## config.mk

```make
export PLATFORM = sky130hd
export DESIGN_NAME = lane_manip
export DESIGN_NICKNAME = d
export VERILOG_FILES = /design/src/rtl/lane_manip.sv
export SDC_FILE = /design/constraint.sdc
export NUM_CORES = 1
export LEC_CHECK = 0
export BUFFER_PORTS_ARGS = -buffer_cell sky130_fd_sc_hd__buf_4
export CORE_ASPECT_RATIO = 0.75
export CORE_UTILIZATION = 40
export DETAILED_ROUTE_END_ITERATION = 6
export PLACE_DENSITY_LB_ADDON = 0.2
export SLEW_MARGIN = 10
export SYNTH_ARGS = -nofsm -noshare
export SYNTH_HDL_FRONTEND = slang
export SYNTH_SLANG_ARGS = --single-unit
```

## constraint.sdc

```tcl
create_clock -name vclk -period 6.22
set_clock_uncertainty 0.05 [all_clocks]
set_input_delay 0.311 -clock vclk [all_inputs]
set_output_delay 0.311 -clock vclk [all_outputs]
set_load 0.02 [all_outputs]
```

## src/rtl/lane_manip.sv

```systemverilog
`timescale 1ns/1ps
module lane_manip #(
  parameter int DATA_W = 64
) (
  input  logic [DATA_W-1:0] opnd_a,
  input  logic [DATA_W-1:0] opnd_b,
  input  logic [6:0]        func_code,
  output logic [DATA_W-1:0] result,
  output logic              bad_func
);
  localparam int LANES = DATA_W / 8;
  localparam int OFS_W = $clog2(LANES);
  localparam int SH_W  = $clog2(DATA_W) + 1;

  typedef enum logic [2:0] {
    K_NONE, K_MSKL, K_MSKH, K_EXTL, K_EXTH, K_INSL, K_INSH, K_ZAP
  } kind_t;

  kind_t            kind;
  logic [1:0]       wsel;
  logic [OFS_W-1:0] ofs;
  logic [SH_W-1:0]  sh_lo, sh_hi, sh_wrap;
  logic [DATA_W-1:0] fmask, keep_mask, field;
  wire unused_b_hi = ^opnd_b[DATA_W-1:LANES];

  assign ofs     = opnd_b[OFS_W-1:0];
  assign sh_lo   = SH_W'({ofs, 3'b000});
  assign sh_hi   = SH_W'(DATA_W) - sh_lo;
  assign sh_wrap = {1'b0, sh_hi[SH_W-2:0]};
  assign field   = opnd_a & fmask;

  always_comb begin
    kind = K_NONE;
    wsel = 2'd0;
    unique case (func_code)
      7'h02: begin kind = K_MSKL; wsel = 2'd0; end
      7'h12: begin kind = K_MSKL; wsel = 2'd1; end
      7'h22: begin kind = K_MSKL; wsel = 2'd2; end
      7'h32: begin kind = K_MSKL; wsel = 2'd3; end
      7'h52: begin kind = K_MSKH; wsel = 2'd1; end
      7'h62: begin kind = K_MSKH; wsel = 2'd2; end
      7'h72: begin kind = K_MSKH; wsel = 2'd3; end
      7'h06: begin kind = K_EXTL; wsel = 2'd0; end
      7'h16: begin kind = K_EXTL; wsel = 2'd1; end
      7'h26: begin kind = K_EXTL; wsel = 2'd2; end
      7'h36: begin kind = K_EXTL; wsel = 2'd3; end
      7'h5A: begin kind = K_EXTH; wsel = 2'd1; end
      7'h6A: begin kind = K_EXTH; wsel = 2'd2; end
      7'h7A: begin kind = K_EXTH; wsel = 2'd3; end
      7'h0B: begin kind = K_INSL; wsel = 2'd0; end
      7'h1B: begin kind = K_INSL; wsel = 2'd1; end
      7'h2B: begin kind = K_INSL; wsel = 2'd2; end
      7'h3B: begin kind = K_INSL; wsel = 2'd3; end
      7'h57: begin kind = K_INSH; wsel = 2'd1; end
      7'h67: begin kind = K_INSH; wsel = 2'd2; end
      7'h77: begin kind = K_INSH; wsel = 2'd3; end
      7'h30, 7'h31: kind = K_ZAP;
      default: kind = K_NONE;
    endcase
  end

  always_comb begin
    unique case (wsel)
      2'd0:    fmask = DATA_W'(8'hFF);
      2'd1:    fmask = DATA_W'(16'hFFFF);
      2'd2:    fmask = DATA_W'(32'hFFFF_FFFF);
      default: fmask = '1;
    endcase
  end

  for (genvar g = 0; g < LANES; g++) begin : g_lane
    assign keep_mask[g*8 +: 8] = {8{~(opnd_b[g] ^ func_code[0])}};
  end

  always_comb begin
    result   = '0;
    bad_func = 1'b0;
    unique case (kind)
      K_MSKL: result = opnd_a & ~(fmask << sh_lo);
      K_MSKH: result = (ofs == '0) ? opnd_a : (opnd_a & ~(fmask >> sh_hi));
      K_EXTL: result = (opnd_a >> sh_lo) & fmask;
      K_EXTH: result = (opnd_a << sh_wrap) & fmask;
      K_INSL: result = field << sh_lo;
      K_INSH: result = (ofs == '0) ? '0 : (field >> sh_hi);
      K_ZAP:  result = opnd_a & keep_mask;
      default: bad_func = 1'b1;
    endcase

    AST_ILLEGAL_ZERO: assert (!bad_func || result == '0) else $error("illegal code gave data");
    AST_MASK_SUBSET: assert (!(kind inside {K_MSKL, K_MSKH, K_ZAP}) || (result & ~opnd_a) == '0) else $error("mask set a bit");
    AST_MSKH_PASS: assert (!(kind == K_MSKH && ofs == '0) || result == opnd_a) else $error("mask-high offset 0 changed A");
    AST_EXT_WIDTH: assert (!(kind inside {K_EXTL, K_EXTH}) || (result & ~fmask) == '0) else $error("extract exceeded width");
    AST_INSL_ALIGN: assert (!(kind == K_INSL) || (result & ~({DATA_W{1'b1}} << sh_lo)) == '0) else $error("insert-low below offset");
    AST_INSH_ZERO: assert (!(kind == K_INSH && ofs == '0) || result == '0) else $error("insert-high offset 0 nonzero");
  end
endmodule

```

==> flow_metrics.tcl <==
set metrics [dict create \
    multi_input_area_um2 8520 \
    critPathArrivalTime_ps 4450 \
    final_area_um2 10300 \
    crit_top_cell "buf_4" \
    p_leak_nw 4.10 \
    worst_path_largest_cell_delay_ps 930 \
    syn_inst 1418 \
    period_needed_ps 4810 \
    seqCellArea_um2 0 \
    clkPwrFrac_pct 0 \
    routabilityCongestion 1.10 \
    comb_power_share_pct 100.0 \
    routed_via_density 7.74 \
    placed_cell_area_um2 10300 \
    ir_worst_vdd_uv 49.6 \
    rsz0062_at_grt "false" \
    drt_iter0_markers 2338 \
    initial_utilization_pct 40.7 \
    hold_class "in -> out" \
    crit_required_ps 5860 \
    fillers 2442 \
    p_seq_share_pct 0 \
    grt_pass1_wl_um 78600 \
    dp_cells 1698 \
    cap_violations 0 \
    fin_cells 1698 \
    dieArea_um2 24000 \
    hold_buffers 0 \
    core_um2 22900 \
    finalPower_mw 0.855 \
    p_sw_share_pct 64.9 \
    flops_and_latches 0 \
    fin_crit_sh_pct 77.4 \
    outcome "complete, but fails checks" \
    wl_per_cell_um 31.9 \
    syn_to_final_growth_pct 10.6 \
    holdWs_ps 971 \
    dr_total_vias 13100 \
    antennaDiodeCount 0 \
    startpoint_type "input pin" \
    crit_chain "buf_4, clkinv_1, ha_4, nor2_1, buf_4, and2_1, a21oi_1, or4_1, a21oi_1, a211o_1, buf_4" \
    grt_pass1_vias 11900 \
    p_switching_mw 0.555 \
    tightestPinTransition_ps 1300 \
    io_pins 200 \
    yosys_warnings 0 \
    finalWorstSetupSlack_ps 1410 \
    ys_types 78 \
    postRouteWirelength_um 54100 \
    ys_seq_area_share_pct 0 \
    slew_violations 0 \
    drc_errors 19 \
    worstSetupPathType "in -> out" \
    setup_tns_ps 0 \
    setup_viol 0 \
    die_h_um 134 \
    final_common_cell "buf_4" \
    syn_area_per_cell_um2 6.59 \
    cp_max_fo 47 \
    clock_buffers 0 \
    hpwl_um 35300 \
    p_per_area_nw_per_um2 82.8 \
    postCtsSetupBuffers 0 \
    hold_viol 0 \
    fp.dieW_um 178 \
    end_kind "output pin" \
    nets 1537 \
    fmax_ghz 0.208 \
    ant_nets 0 \
    cts_resized 0 \
    drive_above_1_share_pct 19.8 \
    first_pass_iters 7 \
    slowest_stage "nor2_1" \
    syn_nets 1555 \
    place_ws_ps 1670 \
    grt_util_all_layers_pct 43.6 \
    most-common-layout-cells "buf_4, nand2_1, mux2i_1, a21oi_1, nor2_1" \
    overflow 0 \
    violations "design-rule violations" \
    slew_headroom_pct 13.0 \
    placementRows 48 \
    p_int_mw 0.300 \
    grt_max_degree 95 \
    postLayoutCoreUtil_pct 45.0 \
    synthesis.area_um2 9350 \
    antenna_found_initial 0 \
    portBuffers 144 \
]
## routing by layer
metal  track usage, %  part of all wire (%)
met5            0.833                     0
met4             22.4                   6.3
met3             17.5                    18
met2             57.0                    38
met1             60.0                    38
## logic make-up after synthesis
| family | Yosys count | share of synthesized area [%] |
|---|---|---|
| buf+inv | 217 | 9.44 |
| compound gates | 545 | 40.4 |
| mux | 183 | 24.9 |
| xor+xnor | 7 | 0.656 |
| simple gates | 464 | 24.3 |
| fa+ha+maj | 2 | 0.268 |
## path summary, 6_finish.rpt
path / slack (ps) / depth (start not counted) / from / endpoint
hold / removal: 970 / 3 / opnd_a[58] / result[58]
setup / recovery: 1410 / 11 / opnd_b[1] / result[14]
## area by class of cell
| cell class | count | area share, % |
|---|---|---|
| timing repair buffer | 183 | 13.4 |
| tap | 300 | 3.63 |
| multi-input combinational | 1201 | 82.5 |
| inverter | 14 | 0.509 |
## critical path, delay by kind of cell
family / cells / cell delay (ps)
AOI/OAI and AO/OA: 3 / 440
adders and majority gates: 1 / 460
buffers and inverters: 4 / 1190
and+or+nand+nor: 3 / 2010
## synth_stat cells (all sizes together), types with 12 or more instances
master / number / area (um^2)
mux2i: 112 / 1120
buf: 66 / 312
nand2: 146 / 551
nor2: 93 / 349
nor3: 26 / 130
a31oi: 20 / 125
a21o: 13 / 97.6
a22oi: 40 / 300
mux2: 35 / 398
and2: 18 / 113
clkbuf: 137 / 518
inv: 12 / 45.1
nand4: 14 / 87.6
o21ai: 88 / 440
o22ai: 41 / 257
a221o: 25 / 250
mux4: 36 / 811
and3: 14 / 87.6
a211o: 16 / 140
nor2b: 34 / 213
o211ai: 32 / 240
o31ai: 17 / 128
nand3: 58 / 290
a21oi: 107 / 536
a211oi: 29 / 218
## power groups by stage
stage                     registers, mW  logic (mW)  clock network [mW]
after global placement                0       0.806                   0
after global routing                  0       0.885                   0
after floorplan                       0       0.554                   0
after detailed placement              0       0.809                   0
after CTS                             0       0.812                   0
final                                 0       0.855                   0
Power figures use the tool's default switching activity.
